File: config.mk
export PLATFORM = sky130hd
export DESIGN_NAME = nand_op_launcher
export DESIGN_NICKNAME = d
export VERILOG_FILES = /design/src/rtl/nol_pkg.sv /design/src/rtl/nol_soft_reset.sv /design/src/rtl/nol_trig_ctrl.sv /design/src/rtl/nol_cfg_regs.sv /design/src/rtl/nand_op_launcher.sv
export SDC_FILE = /design/constraint.sdc
export NUM_CORES = 1
export LEC_CHECK = 0
export ABC_AREA = 1
export BUFFER_PORTS_ARGS = -buffer_cell sky130_fd_sc_hd__buf_2
export CORE_MARGIN = 1
export CORE_UTILIZATION = 35
export DETAILED_ROUTE_END_ITERATION = 6
export MAX_ROUTING_LAYER = met4
export PLACE_DENSITY = 0.71
export SLEW_MARGIN = 10
export SYNTH_ARGS = -nofsm -noshare
export SYNTH_HDL_FRONTEND = slang
export SYNTH_HIERARCHICAL = 1
export SYNTH_SLANG_ARGS = --single-unit
File: constraint.sdc
create_clock -name clk -period 2.2 [get_ports clk]
set_input_delay 0.11 -clock clk [delete_from_list [all_inputs] [get_ports clk]]
set_output_delay 0.11 -clock clk [all_outputs]
set_load 0.01 [all_outputs]
File: src/rtl/nol_pkg.sv
package nol_pkg;

   localparam int REG_AW = 3;

   typedef enum logic [REG_AW-1:0] {
      RSEL_CMD  = 3'd0,
      RSEL_ADDR = 3'd1,
      RSEL_TRIG = 3'd2,
      RSEL_CFG  = 3'd3,
      RSEL_BUF  = 3'd4
   } reg_sel_e;

   typedef enum logic [2:0] {
      OPC_CMD  = 3'd0,
      OPC_ADDR = 3'd1,
      OPC_DIN  = 3'd2,
      OPC_DOUT = 3'd3,
      OPC_ID   = 3'd4,
      OPC_STAT = 3'd5
   } op_code_e;

   localparam int CFG_MASK_BIT = 4;
   localparam int CFG_SRST_BIT = 6;
   localparam int CFG_CE_BIT   = 7;
   localparam int CFG_PPB_LSB  = 9;
   localparam int BUF_CS_LSB   = 5;
   localparam int TRIG_FLAG    = 15;

endpackage

File: src/rtl/nol_soft_reset.sv
module nol_soft_reset #(
   parameter int RST_CYCLES = 4
) (
   input  logic clk,
   input  logic rst_n,
   input  logic req,
   output logic active
);
   localparam int CW = $clog2(RST_CYCLES + 1);

   generate
      if (RST_CYCLES < 1) begin : g_bad_len
         $error("RST_CYCLES must be at least 1");
      end
   endgenerate

   logic [CW-1:0] cnt_q;

   always_ff @(posedge clk or negedge rst_n) begin
      if (!rst_n) begin
         cnt_q <= '0;
      end else if (cnt_q != '0) begin
         cnt_q <= cnt_q - 1'b1;
      end else if (req) begin
         cnt_q <= CW'(RST_CYCLES);
      end
   end

   assign active = (cnt_q != '0);


   srst_starts_chk: assert property (@(posedge clk) disable iff (!rst_n)
      (req && !active) |=> active);

endmodule

File: src/rtl/nol_trig_ctrl.sv
module nol_trig_ctrl #(
   parameter int NUM_OPS = 6,
   localparam int OPW = (NUM_OPS > 1) ? $clog2(NUM_OPS) : 1
) (
   input  logic               clk,
   input  logic               rst_n,
   input  logic               clr,
   input  logic               wr_trig,
   input  logic [NUM_OPS-1:0] wr_ops,
   input  logic               wr_flag,
   input  logic               eng_done,
   output logic               busy,
   output logic               flag,
   output logic [NUM_OPS-1:0] cur_op,
   output logic               start,
   output logic [OPW-1:0]     op_idx,
   output logic               accept,
   output logic [OPW-1:0]     accept_idx
);

   generate
      if (NUM_OPS < 1 || NUM_OPS > 15) begin : g_bad_ops
         $error("NUM_OPS must be 1..15 to fit below the flag bit");
      end
   endgenerate

   // count of requested operation bits, built bit by bit
   logic [OPW:0] ones [NUM_OPS+1];
   logic [OPW-1:0] enc [NUM_OPS+1];
   assign ones[0] = '0;
   assign enc[0]  = '0;

   genvar gi;
   generate
      for (gi = 0; gi < NUM_OPS; gi++) begin : g_scan
         assign ones[gi+1] = ones[gi] + (OPW+1)'(wr_ops[gi]);
         assign enc[gi+1]  = wr_ops[gi] ? OPW'(gi) : enc[gi];
      end
   endgenerate

   logic single;
   assign single     = (ones[NUM_OPS] == (OPW+1)'(1));
   assign accept     = wr_trig && !busy && single;
   assign accept_idx = enc[NUM_OPS];

   logic finish;
   assign finish = busy && eng_done;

   always_ff @(posedge clk or negedge rst_n) begin
      if (!rst_n) begin
         busy   <= 1'b0;
         cur_op <= '0;
         op_idx <= '0;
         start  <= 1'b0;
      end else if (clr) begin
         busy   <= 1'b0;
         cur_op <= '0;
         op_idx <= '0;
         start  <= 1'b0;
      end else begin
         start <= accept;
         if (accept) begin
            busy   <= 1'b1;
            cur_op <= wr_ops;
            op_idx <= accept_idx;
         end else if (finish) begin
            busy   <= 1'b0;
            cur_op <= '0;
         end
      end
   end

   always_ff @(posedge clk or negedge rst_n) begin
      if (!rst_n) begin
         flag <= 1'b0;
      end else if (clr) begin
         flag <= 1'b0;
      end else if (finish) begin
         flag <= 1'b1;
      end else if (wr_trig && !wr_flag) begin
         flag <= 1'b0;
      end
   end


   start_pulse_chk: assert property (@(posedge clk) disable iff (!rst_n)
      start |=> !start);


   flag_after_done_chk: assert property (@(posedge clk) disable iff (!rst_n)
      $rose(flag) |-> $past(eng_done));


   start_from_idle_chk: assert property (@(posedge clk) disable iff (!rst_n)
      start |-> (busy && !$past(busy)));


   single_op_chk: assert property (@(posedge clk) disable iff (!rst_n)
      busy |-> ($countones(cur_op) == 1));

endmodule

File: src/rtl/nol_cfg_regs.sv
module nol_cfg_regs
   import nol_pkg::*;
#(
   parameter int DW         = 16,
   parameter int BUF_W      = 3,
   parameter int CS_W       = 2,
   parameter int PPB_W      = 2,
   parameter int PPB_BASE   = 32,
   parameter bit MASK_RESET = 1'b1,
   localparam int PG_W      = $clog2(PPB_BASE) + (1 << PPB_W)
) (
   input  logic             clk,
   input  logic             rst_n,
   input  logic             clr,
   input  logic             we,
   input  logic [REG_AW-1:0] waddr,
   input  logic [DW-1:0]    wdata,
   input  logic             page_launch,
   output logic [DW-1:0]    cmd_q,
   output logic [DW-1:0]    addr_q,
   output logic             mask_q,
   output logic             ce_q,
   output logic [PPB_W-1:0] ppb_q,
   output logic [BUF_W-1:0] buf_q,
   output logic [CS_W-1:0]  cs_q,
   output logic [PG_W-1:0]  pages
);

   generate
      if (BUF_W > BUF_CS_LSB) begin : g_bad_buf
         $error("buffer field overlaps the chip-select field");
      end
      if (BUF_CS_LSB + CS_W > DW) begin : g_bad_cs
         $error("chip-select field does not fit the register");
      end
      if (CFG_PPB_LSB + PPB_W > DW) begin : g_bad_ppb
         $error("pages-per-block field does not fit the register");
      end
      if ((PPB_BASE & (PPB_BASE - 1)) != 0) begin : g_bad_base
         $error("PPB_BASE must be a power of two");
      end
   endgenerate

   logic wr_cmd, wr_addr, wr_cfg, wr_buf;
   assign wr_cmd  = we && (waddr == RSEL_CMD);
   assign wr_addr = we && (waddr == RSEL_ADDR);
   assign wr_cfg  = we && (waddr == RSEL_CFG);
   assign wr_buf  = we && (waddr == RSEL_BUF);

   always_ff @(posedge clk or negedge rst_n) begin
      if (!rst_n) begin
         cmd_q  <= '0;
         addr_q <= '0;
      end else if (clr) begin
         cmd_q  <= '0;
         addr_q <= '0;
      end else begin
         if (wr_cmd)  cmd_q  <= wdata;
         if (wr_addr) addr_q <= wdata;
      end
   end

   always_ff @(posedge clk or negedge rst_n) begin
      if (!rst_n) begin
         mask_q <= MASK_RESET;
         ce_q   <= 1'b0;
         ppb_q  <= '0;
      end else if (clr) begin
         mask_q <= MASK_RESET;
         ce_q   <= 1'b0;
         ppb_q  <= '0;
      end else if (wr_cfg) begin
         mask_q <= wdata[CFG_MASK_BIT];
         ce_q   <= wdata[CFG_CE_BIT];
         ppb_q  <= wdata[CFG_PPB_LSB +: PPB_W];
      end
   end

   // buffer field: page transfers always begin at buffer zero
   always_ff @(posedge clk or negedge rst_n) begin
      if (!rst_n) begin
         buf_q <= '0;
         cs_q  <= '0;
      end else if (clr) begin
         buf_q <= '0;
         cs_q  <= '0;
      end else begin
         if (wr_buf) begin
            buf_q <= wdata[BUF_W-1:0];
            cs_q  <= wdata[BUF_CS_LSB +: CS_W];
         end
         if (page_launch) begin
            buf_q <= '0;
         end
      end
   end

   assign pages = PG_W'(PPB_BASE) << ppb_q;


   page_buf_zero_chk: assert property (@(posedge clk) disable iff (!rst_n)
      (page_launch && !clr) |=> (buf_q == '0));


   clr_defaults_chk: assert property (@(posedge clk) disable iff (!rst_n)
      clr |=> (mask_q == MASK_RESET && cmd_q == '0 && buf_q == '0 && !ce_q));

endmodule

File: src/rtl/nand_op_launcher.sv
module nand_op_launcher
   import nol_pkg::*;
#(
   parameter int DW         = 16,
   parameter int NUM_OPS    = 6,
   parameter int NUM_CS     = 4,
   parameter int BUF_W      = 3,
   parameter int PPB_W      = 2,
   parameter int PPB_BASE   = 32,
   parameter int RST_CYCLES = 4,
   localparam int OPW       = (NUM_OPS > 1) ? $clog2(NUM_OPS) : 1,
   localparam int CS_W      = (NUM_CS > 1) ? $clog2(NUM_CS) : 1,
   localparam int PG_W      = $clog2(PPB_BASE) + (1 << PPB_W)
) (
   input  logic              clk,
   input  logic              rst_n,
   input  logic              reg_we,
   input  logic [REG_AW-1:0] reg_addr,
   input  logic [DW-1:0]     reg_wdata,
   output logic [DW-1:0]     reg_rdata,
   output logic              eng_start,
   output logic [OPW-1:0]    eng_op,
   output logic [DW-1:0]     eng_cmd,
   output logic [DW-1:0]     eng_addr,
   input  logic              eng_done,
   output logic [BUF_W-1:0]  buf_sel,
   output logic              ce_o,
   output logic [NUM_CS-1:0] cs_onehot,
   output logic [PG_W-1:0]   blk_pages,
   output logic              srst_busy,
   output logic              irq
);

   generate
      if (DW != 16) begin : g_bad_dw
         $error("register width fixed at 16 bits");
      end
      if (NUM_OPS <= OPC_DOUT) begin : g_bad_ops
         $error("operation set must include data input and output");
      end
   endgenerate

   logic we_eff;
   logic srst_req;
   logic busy, flag, accept;
   logic [NUM_OPS-1:0] cur_op;
   logic [OPW-1:0] accept_idx;
   logic page_launch;
   logic mask_q, ce_q;
   logic [PPB_W-1:0] ppb_q;
   logic [CS_W-1:0] cs_q;

   // writes are dropped while the soft reset runs
   assign we_eff   = reg_we && !srst_busy;
   assign srst_req = we_eff && (reg_addr == RSEL_CFG) && reg_wdata[CFG_SRST_BIT];

   nol_soft_reset #(.RST_CYCLES(RST_CYCLES)) u_srst (
      .clk    (clk),
      .rst_n  (rst_n),
      .req    (srst_req),
      .active (srst_busy)
   );

   logic wr_trig;
   assign wr_trig = we_eff && (reg_addr == RSEL_TRIG);

   nol_trig_ctrl #(.NUM_OPS(NUM_OPS)) u_trig (
      .clk        (clk),
      .rst_n      (rst_n),
      .clr        (srst_busy),
      .wr_trig    (wr_trig),
      .wr_ops     (reg_wdata[NUM_OPS-1:0]),
      .wr_flag    (reg_wdata[TRIG_FLAG]),
      .eng_done   (eng_done),
      .busy       (busy),
      .flag       (flag),
      .cur_op     (cur_op),
      .start      (eng_start),
      .op_idx     (eng_op),
      .accept     (accept),
      .accept_idx (accept_idx)
   );

   assign page_launch = accept && ((accept_idx == OPW'(OPC_DIN)) ||
                                   (accept_idx == OPW'(OPC_DOUT)));

   nol_cfg_regs #(
      .DW       (DW),
      .BUF_W    (BUF_W),
      .CS_W     (CS_W),
      .PPB_W    (PPB_W),
      .PPB_BASE (PPB_BASE)
   ) u_cfg (
      .clk         (clk),
      .rst_n       (rst_n),
      .clr         (srst_busy),
      .we          (we_eff),
      .waddr       (reg_addr),
      .wdata       (reg_wdata),
      .page_launch (page_launch),
      .cmd_q       (eng_cmd),
      .addr_q      (eng_addr),
      .mask_q      (mask_q),
      .ce_q        (ce_q),
      .ppb_q       (ppb_q),
      .buf_q       (buf_sel),
      .cs_q        (cs_q),
      .pages       (blk_pages)
   );

   assign ce_o = ce_q;

   genvar gc;
   generate
      for (gc = 0; gc < NUM_CS; gc++) begin : g_cs
         assign cs_onehot[gc] = ce_q && (cs_q == CS_W'(gc));
      end
   endgenerate

   assign irq = flag && !mask_q;

   always_comb begin
      reg_rdata = '0;
      unique case (reg_addr)
         RSEL_CMD:  reg_rdata = eng_cmd;
         RSEL_ADDR: reg_rdata = eng_addr;
         RSEL_TRIG: begin
            reg_rdata[NUM_OPS-1:0] = cur_op;
            reg_rdata[TRIG_FLAG]   = flag;
         end
         RSEL_CFG: begin
            reg_rdata[CFG_MASK_BIT]            = mask_q;
            reg_rdata[CFG_SRST_BIT]            = srst_busy;
            reg_rdata[CFG_CE_BIT]              = ce_q;
            reg_rdata[CFG_PPB_LSB +: PPB_W]    = ppb_q;
         end
         RSEL_BUF: begin
            reg_rdata[BUF_W-1:0]               = buf_sel;
            reg_rdata[BUF_CS_LSB +: CS_W]      = cs_q;
         end
         default: reg_rdata = '0;
      endcase
   end


   no_start_in_srst_chk: assert property (@(posedge clk) disable iff (!rst_n)
      srst_busy |=> !eng_start);


   cs_gated_chk: assert property (@(posedge clk) disable iff (!rst_n)
      $onehot0(cs_onehot));


   irq_needs_done_chk: assert property (@(posedge clk) disable iff (!rst_n)
      $rose(irq) |-> ($past(eng_done) || $fell(mask_q)));

endmodule

* Yosys cells after proc, flatten, opt, wreduce, memory -nomap -nowiden
Index checks and enable logic that the tools add are counted.
** Operators by class
- Add/subtract/negate cells :: 6
- Equal/unequal tests :: 10
- Shift-type cells :: 1
- Mux-type cells :: 44
- Reduce and logical (&&, ||, !) cells :: 34
** Operators with widths (number)
- 16-bit two-way mux :: 4
- 3-bit two-way mux :: 11
- 6-bit two-way mux :: 3
- 1-bit logical AND :: 17
- 4-bit by 1-bit adder with 4-bit output :: 4
- 3-bit by 2-bit equality test with 1-bit output (second input constant) :: 4
- 1-bit two-way mux :: 12
- 1-bit one-hot mux with 4 select lines :: 3
- 3-bit one-hot mux with 4 select lines :: 1
- 2-bit nonzero test :: 6
- 3-bit nonzero test :: 4
- 1-bit one-hot mux with 3 select lines :: 3
- 6-bit by 2-bit << shifter with 9-bit output (first input constant) :: 1
- 2-bit two-way mux :: 4
- 4-bit one-hot mux with 2 select lines :: 1
- 2-bit one-hot mux with 3 select lines :: 1
- 2-bit equality test (second input constant) :: 2
- 4-bit by 1-bit equality test with 1-bit output (second input constant) :: 1
- 1-bit logical NOT :: 4
- 3-bit by 1-bit equality test with 1-bit output (second input constant) :: 1
- 3-bit equality test (second input constant) :: 1
- 3-bit logical NOT :: 1
- 3-bit by 1-bit subtractor with 3-bit output (second input constant) :: 1
- 1-bit by 1-bit adder with 2-bit output :: 1
- 4 further kinds :: 4
** Word-level totals
- Bits in registers :: 56
- Input port bits :: 23
- Output and inout port bits :: 71
- Word-level logic and storage cells :: 108

* Depth between registers and ports, before layout
Gate-level depths: netlist of run 1.
- Depth after elaboration :: 10
- Mapped depth :: 15
- Gate-level depth less buffers :: 14

* Modules after synthesis
Netlist of run 1, hierarchy kept.
** By module, submodules not included
- nol_cfg_regs :: times used 1, cells an instance 240, area each 1960.6 um2, sequential area each 1027.2 um2
- nol_trig_ctrl :: times used 1, cells an instance 71, area each 654.4 um2, sequential area each 300.3 um2
- nand_op_launcher :: times used 1, cells an instance 118, area each 541.8 um2, sequential area each 0.0 um2
- nol_soft_reset :: times used 1, cells an instance 19, area each 157.7 um2, sequential area each 75.1 um2

* Least setup slack after synthesis of run 1
No wires, ideal clock.
- Path kind :: in2reg
- Start :: in reg_wdata[0]
- End :: reg u_cfg.buf_q[0]
- Library setup time :: 0.066 ns
- Data arrival time :: 2.635 ns
- Data required time :: 2.134 ns
- Path slack :: -0.500 ns
- Cell stages on the path :: 15
- Path buffers :: 1
- Path through :: inv_1 > fa_1 > fa_1 > inv_1 > ha_1 > fa_1 > nor2_4 > nand3_4 > buf_6 > inv_1 > nand2_1 > nor2_1 > nor2_1 > nand4_1 > nand2_1
** On the way
- Longest elaborated chain between the ends :: 10
- Elaborated cells on any way between the ends :: 12
- Classes of those cells :: add/sub (5); eq/ne (1); mux (3); reduce/logical (3)
** Ends and longest elaborated chain
- start, declared :: RTL line nand_op_launcher.sv:19 : input logic [DW-1:0] reg_wdata,
- 1-bit by 1-bit adder with 2-bit output * :: RTL line nol_trig_ctrl.sv:36 : assign ones[gi+1] = ones[gi] + (OPW+1)'(wr_ops[gi]);
- 4-bit by 1-bit adder with 4-bit output * (4 in series) :: RTL line nol_trig_ctrl.sv:36
- 4-bit by 1-bit equality test with 1-bit output * :: RTL line nol_trig_ctrl.sv:42 : assign single = (ones[NUM_OPS] == (OPW+1)'(1));
- 1-bit logical AND * :: RTL line nol_trig_ctrl.sv:43 : assign accept = wr_trig && !busy && single;
- via accept :: RTL line nand_op_launcher.sv:45 : logic busy, flag, accept;
- 1-bit logical AND * :: RTL line nand_op_launcher.sv:84 : assign page_launch = accept && ((accept_idx == OPW'(OPC_DIN)) ||
- via page_launch :: RTL line nand_op_launcher.sv:48 : logic page_launch;
- 3-bit two-way mux :: RTL line nol_cfg_regs.sv:92 : if (page_launch) begin
- 3-bit two-way mux :: RTL line nol_cfg_regs.sv:84 : end else if (clr) begin
- end signal, assigned :: RTL line nol_cfg_regs.sv:89 : buf_q <= wdata[BUF_W-1:0];
- end, declared :: RTL line nol_cfg_regs.sv:24 : output logic [BUF_W-1:0] buf_q,
The timed path passes the listed nets; every way through them passes the cells marked *. The select of a mux whose other input is x is not followed.
A chain may end at the register's enable or synchronous reset.

* Worst setup path in the final report of run 1
- Start :: in reg_wdata[3]
- End :: reg u_cfg.buf_q[1]
** On the way
- Longest elaborated chain between the ends :: 8
- Elaborated cells on any way between the ends :: 15
- Classes of those cells :: add/sub (3); eq/ne (3); mux (5); reduce/logical (4)
** Ends and longest elaborated chain (RTL line)
- 4-bit by 1-bit adder with 4-bit output * (3 in series) :: nol_trig_ctrl.sv:36
- 4-bit by 1-bit equality test with 1-bit output * :: nol_trig_ctrl.sv:42
- 1-bit logical AND * :: nol_trig_ctrl.sv:43
- via accept :: nand_op_launcher.sv:45
- 1-bit logical AND * :: nand_op_launcher.sv:84
- via page_launch :: nand_op_launcher.sv:48
- 3-bit two-way mux :: nol_cfg_regs.sv:92
- 3-bit two-way mux :: nol_cfg_regs.sv:84
The timed path passes the listed nets; every way through them passes the cells marked *.

==> run summary, run 1 <==
Status = complete, but fails checks
Failing checks = negative setup slack
Mapped Cells = 448
Power Density = 687 nW/um2
Worst setup SP type = input port
Crit path DAT = 2.51 ns
Crit path max-delay cell type = fa_1
Share of layout cells above drive strength 1 = 0.284
Pint = 1.82 mW
Synth Area per Inst = 7.40 um2
TritonRoute pass-1 iters = 4
CP cell instances = buf_8, inv_6, fa_1, fa_1, inv_1, ha_2, fa_1, nor2_4, nand3_4, inv_2, nand2_2, nor2_4, nor2_4, nand4_1, nand2_1
Element type at the critical path end = register
Synth Warn # = 6
Slowest stage delay, CP = 0.49 ns
Critical path required time = 2.39 ns
Hold depth = 3
Area delta synth->final = 25.6%
Leakage Power = 2.52 nW
Maximum buffer depth of the clock tree = 2
Fin nets = 577
Worst Hold Class = input port to register
GPL Wtd Cong = 0.869
CORE AREA = 9200 um2
Measured slew at the worst slew-check pin = 0.621 ns
Hold_sp = eng_done
Synthesis-stage register bit count = 56
Top FF cell, synth = dfrtp_1
Final Power = 2.86 mW
Fin. Hold Viols = 0
CTS Buf Count = 5
EDFF count, synth = 0
Fmax = 0.432 GHz
Kind of critical path = input port to register
GRT overflow = 0
FP Rows = 35
Fillers = 926
Clk root buf = clkbuf_8
Post-place instance area = 3910 um2
Share of total power in combinational logic = 0.330
Clock Sinks = 56
Fraction of registers with async set/reset = 1.00
Clk slew on worst S/H paths = 0.09 ns
DP HPWL = 6940 um
Tcrit/Tclk final = 1.05
Initial Util = 0.360
Via count = 3,282
Layout Skew = 0.00658 ns
Min-Delay Endpoint = u_trig/busy
Die Footprint = 9860 um2
I/O Buffers = 88
Max-slew violation count = 0
RR Startpoint = u_srst/cnt_q[0]
FF-to-FF setup slack = 0.12 ns
R2R depth = 11
Clk pwr share = 0.266
Psw = 1.04 mW
Avg Vias per Cell = 4.97
Sequential area share after synthesis = 0.423
Avg WL per Cell = 14.5 um
FF-to-FF End = u_cfg/cmd_q[5]
Sw Share = 0.364
Setup TNS = -1.13 ns
Max IR drop VDD = 0.000485 V
Setup WS post-layout = -0.117 ns
Min Tclk post-route = 2.32 ns
Synth unique cells = 30
Total GRT Usage = 0.203
Initial DRC Count = 204
Residual DRC = 0
Rel. slew slack = 0.586
CTS tree = done
IO Count = 94
Vias in the first global route = 3,167
CP Max Fanout = 6
Final Setup Violations = 13
Die width = 99.3 um
DIE HEIGHT = 99.3 um
Post-Route WL = 9560 um
Initial antenna violation count = 0
Max Cap Viol = 0
Post-Synthesis Cell Area = 3310 um2
Number of routed nets with antenna violations = 0
# diodes = 0
Worst-Skew Late Latency = 0.30 ns
RSZ-0062 raised after global routing = true
First-pass GRT wire length = 15,500 um
Largest net degree at the start of global routing = 27
Sequential group share of total power = 0.404
H-tree Lvls = 2
Cell area after layout = 4160 um2
## repair_timing
item | in CTS | in global routing
buffers inserted | 0 | 4
hold endpoints to repair | 24 | 0
setup endpoints to repair | 14 | 39
gates resized for setup | 6 | 12
pin swaps | 11 | 5
hold buffers | 1 | 0
cloned | 0 | 1
## layout by cell type (no fill, tap or decap), drive strengths merged
cell / instances
a21oi: 2
dfstp: 1
nand4: 24
nand2: 143
dfrtp: 55
nor3: 6
inv: 63
o21ai: 4
clkbuf: 5
fa: 3
nand3b: 1
nand3: 83
dlygate4sd3: 1
nor2: 36
bufinv: 2
conb: 5
buf: 112
or2: 1
ha: 2
## power by group through the flow
stage	clock [mW]	sequential (mW)	combinational, mW
after CTS	0.788	1.15	0.889
after detailed placement	0	1.17	0.882
after floorplan	0	1.17	0.628
final	0.762	1.15	0.943
after global placement	0	1.17	0.863
after global routing	0.838	1.16	1.05
## routing by layer
layer	global-route usage	vias up	routed length, um
li1	-	1611	-
met1	0.274	1538	4400
met2	0.326	127	4460
met3	0.0379	6	638
met4	0.0317	0	55
met5	-	-	0
## synthesized netlist by cell type, types with 2 or more instances
master,instances,area [um2]
fa_1,3,60.1
a21oi_1,2,10.0
o21ai_0,2,10.0
buf_6,3,33.8
nor3_1,4,20.0
nor2_4,5,56.3
nand4_1,24,150
buf_4,9,67.6
nand3_2,2,20.0
buf_2,12,60.1
nand3_1,80,400
ha_1,2,25.0
nand2_4,2,22.5
dfrtp_1,55,1380
nand2_1,139,522
nand2_2,2,12.5
inv_2,4,15.0
inv_1,58,218
nor2_1,28,105
o21ai_1,2,10.0
## cell type report
class / instances / area, um2 / area share
timing repair buffer: 113 / 653 / 0.157
multi-input combinational: 310 / 1580 / 0.380
inverter: 63 / 256 / 0.0616
clock buffer: 5 / 68.8 / 0.0165
tap: 111 / 139 / 0.0334
sequential: 56 / 1400 / 0.337
clock inverter: 2 / 60.1 / 0.0144
## registers in the layout, summed over array words and instances, names as in the netlist
name	count
u_cfg/cs_q	2
u_trig/cur_op	6
u_cfg/ce_q	1
u_cfg/buf_q	3
u_srst/cnt_q	3
u_cfg/cmd_q	16
u_trig/start	1
u_cfg/addr_q	16
u_trig/flag	1
u_cfg/ppb_q	2
u_cfg/mask_q	1
u_trig/op_idx	3
u_trig/busy	1
## kinds of logic (layout without fill, tap and decap cells)
| logic type | count (synthesis) | count (layout) | share of synthesized area |
|---|---|---|---|
| AOI/OAI and AO/OA | 6 | 6 | 0.00906 |
| buffers and inverters | 87 | 183 | 0.121 |
| adders and majority gates | 5 | 5 | 0.0257 |
| other | 1 | 5 | 0.00113 |
| DFF | 56 | 56 | 0.423 |
| and+or+nand+nor | 293 | 294 | 0.420 |
## critical path, delay by kind of cell
kind                     cells  cell delay [ns]
adder cells (fa/ha/maj)      4             1.61
AND/OR/NAND/NOR              7             0.58
buffers and inverters        4             0.21
## stage by stage
step	hold WS [ns]	std cells	setup slack [ns]	util
global route	0.0777	660	-0.164	0.453
CTS	0.0728	655	-0.146	0.443
global placement	0.145	647	-0.484	0.425
floorplan	-0.186	452	-0.440	-
finish	0.0930	660	-0.117	0.453
detailed placement	0.166	647	-0.538	0.425
## worst max-delay path by stage
stage / depth (start not counted) / slack, ns / start / to
after global placement: 15 / -0.48 / reg_wdata[0] / u_cfg/buf_q[1]
after floorplan: 15 / -0.44 / reg_wdata[0] / u_cfg/buf_q[1]
after CTS: 15 / -0.15 / reg_wdata[3] / u_cfg/buf_q[1]
after detailed placement: 15 / -0.54 / reg_wdata[0] / u_cfg/buf_q[0]
after global routing: 15 / -0.16 / reg_wdata[3] / u_cfg/buf_q[1]
final: 15 / -0.12 / reg_wdata[3] / u_cfg/buf_q[1]
No activity file was read; power rests on OpenSTA's default activity.
==> inputs of run 2 (changes only) <==
PLACE_DENSITY = 0.72   (was 0.71)
SYNTH_HIERARCHICAL = unset   (was 1)
==> run summary, run 2 <==
FP Rows = 32
Synth top area share = 0.473
Post-synth top cells = nand2_1 (116), dfrtp_1 (55), inv_1 (43)
Residual DRC = 0
Critical path required time = 2.40 ns
Sw Share = 0.407
Leakage Power = 2.03 nW
Rel. slew slack = 0.398
Synth Warn # = 0
Status = finished, final reports clean
GPL Wtd Cong = 0.927
Setup bufs post-CTS = 0
Kind of critical path = input port to register
Largest net degree at the start of global routing = 40
Most frequent cells in the layout = nand2_1 (116), buf_2 (88), dfrtp_1 (55)
Via count = 2,754
Fmax = 0.487 GHz
Vias in the first global route = 2,608
Die width = 93.2 um
Worst Hold Class = input port to register
IO Count = 94
Power Density = 981 nW/um2
DIE HEIGHT = 93.2 um
Non-filler instance count after layout = 549
Initial antenna violation count = 1
Synth area leader = dfrtp_1
Clk pwr share = 0.189
Post-Synthesis Cell Area = 2910 um2
Fin nets = 473
Largest registers = u_cfg.addr_q x16, u_cfg.cmd_q x16, u_trig.cur_op x6
Fin. Hold Viols = 0
Share of total power in combinational logic = 0.399
Pint = 2.09 mW
Cts repair resizes = 0
EDFF count, synth = 0
H-tree Lvls = 2
Top-count cell post-synth = nand2_1
Max IR drop VDD = 0.000494 V
CTS Buf Count = 5
Crit path capture = u_trig.cur_op[2]
Max-slew violation count = 0
FF-to-FF End = u_cfg.buf_q[0]
Commonest non-fill, non-tap cell in the layout = nand2_1
Synthesis-stage register bit count = 56
Clk root buf = clkbuf_8
FF-to-FF setup slack = 0.72 ns
CORE AREA = 7890 um2
Worst-Skew Late Latency = 0.30 ns
Worst setup SP type = input port
Total GRT Usage = 0.202
CTS tree = done
Sequential group share of total power = 0.412
Share of layout cells above drive strength 1 = 0.298
Post-Route WL = 8090 um
Cell area after layout = 3600 um2
Post-place instance area = 3470 um2
Avg Vias per Cell = 5.02
Setup TNS = 0 ns
Mapped Cells = 347
Psw = 1.44 mW
Maximum buffer depth of the clock tree = 2
Final Setup Violations = 0
Area delta synth->final = 23.6%
I/O Buffers = 88
RSZ-0062 raised after global routing = false
Sequential area share after synthesis = 0.482
Clock Sinks = 56
Critical Path Source = reg_wdata[2]
RR Startpoint = u_srst.cnt_q[0]
GRT overflow = 0
Max Cap Viol = 0
Crit path DAT = 2.25 ns
Top FF cell, synth = dfrtp_1
Synth top area cells = dfrtp_1 (47%), nand2_1 (15%), inv_1 (5.5%)
Initial Util = 0.369
Synth Area per Inst = 8.39 um2
Die Footprint = 8690 um2
Tcrit/Tclk final = 0.932
Clk slew on worst S/H paths = 0.10 ns
Min Tclk post-route = 2.05 ns
Number of routed nets with antenna violations = 0
Avg WL per Cell = 14.7 um
TritonRoute pass-1 iters = 4
R2R depth = 8
End-of-flow core utilization = 0.457
Initial DRC Count = 179
DP HPWL = 6230 um
Measured slew at the worst slew-check pin = 0.904 ns
Synth unique cells = 34
First-pass GRT wire length = 13,100 um
Hold Slack = 0.0849 ns
Fraction of registers with async set/reset = 1.00
Placed Cells = 538
Layout Skew = 0.0105 ns
CP Max Fanout = 5
Element type at the critical path end = register
[run 2: cell count changes in the layout (fill, tap and decap cells not counted), moves of 4 or more]
cell / before / now
buf_4: 24 / 9
inv_1: 54 / 43
nand2_1: 138 / 116
nand3_1: 75 / 14
nand3_2: 7 / 0
nand4_1: 24 / 6
nor2_1: 26 / 19
nor2_4: 8 / 1
o2111ai_1: 0 / 6
o21ai_0: 2 / 18
o21ai_2: 0 / 13
o22ai_1: 0 / 4
[run 2: area by class of cell]
class                      instances  area (um2)
inverter                          50         194
tap                              102         128
antenna                            1        2.50
multi-input combinational        233        1240
fill                             812        4290
timing repair buffer              99         528
clock buffer                       7        76.3
clock inverter                     1        30.0
sequential                        56        1400
[run 2: cell families (layout without fill, tap and decap cells)]
kind of cell / count (synthesis) / after routing / synth area share
simple gates: 170 / 170 / 0.261
fa+ha+maj: 5 / 5 / 0.0292
buf+inv: 62 / 157 / 0.0979
other cells: 1 / 6 / 0.00129
compound gates: 53 / 53 / 0.129
flops: 56 / 56 / 0.482
[run 2: how the worst min path moves through the flow]
| stage | startpoint | to | slack (ns) | cells after the start |
|---|---|---|---|---|
| after floorplan | rst_n | u_cfg.addr_q[0] | -0.19 | 0 |
| after global placement | rst_n | u_cfg.cmd_q[14] | 0.28 | 1 |
| after detailed placement | rst_n | u_cfg.cmd_q[14] | 0.28 | 1 |
| after CTS | reg_wdata[6] | u_srst.cnt_q[2] | 0.08 | 3 |
| after global routing | reg_wdata[6] | u_srst.cnt_q[2] | 0.09 | 3 |
| final | reg_wdata[6] | u_srst.cnt_q[2] | 0.08 | 3 |
[run 2: power groups by stage]
stage	clock, mW	combinational [mW]	sequential (mW)
after floorplan	0	0.830	1.54
after global placement	0	1.39	1.47
after detailed placement	0	1.42	1.47
after CTS	0.680	1.43	1.45
after global routing	0.727	1.57	1.49
final	0.667	1.41	1.45
[run 2: repair_timing]
item,in CTS,in global routing
endpoints found under the setup margin,0,0
hold endpoints to repair,37,0
hold buffers,2,0
[run 2: per-stage QoR]
step                power [mW]  setup slack [ns]
detailed placement        2.89            -0.219
global route              3.78           0.00317
floorplan                 2.37            0.0883
CTS                       3.56             0.130
finish                    3.53             0.149
global placement          2.85           -0.0697
[run 2: metal layers]
layer | wire (um) | vias up | GRT usage
met5 | 0 | - | -
met4 | 42 | 0 | 0.0410
met3 | 525 | 6 | 0.0382
met2 | 3800 | 115 | 0.303
met1 | 3720 | 1326 | 0.285
li1 | - | 1307 | -
[run 2: critical path, cell delays in order]
cell and delay (ns):
buf_2 0.12, fa_1 0.51, fa_1 0.43, fa_1 0.45
nor3_1 0.20, nand2_1 0.12, buf_4 0.18, nand4_1 0.08
nand2_1 0.06
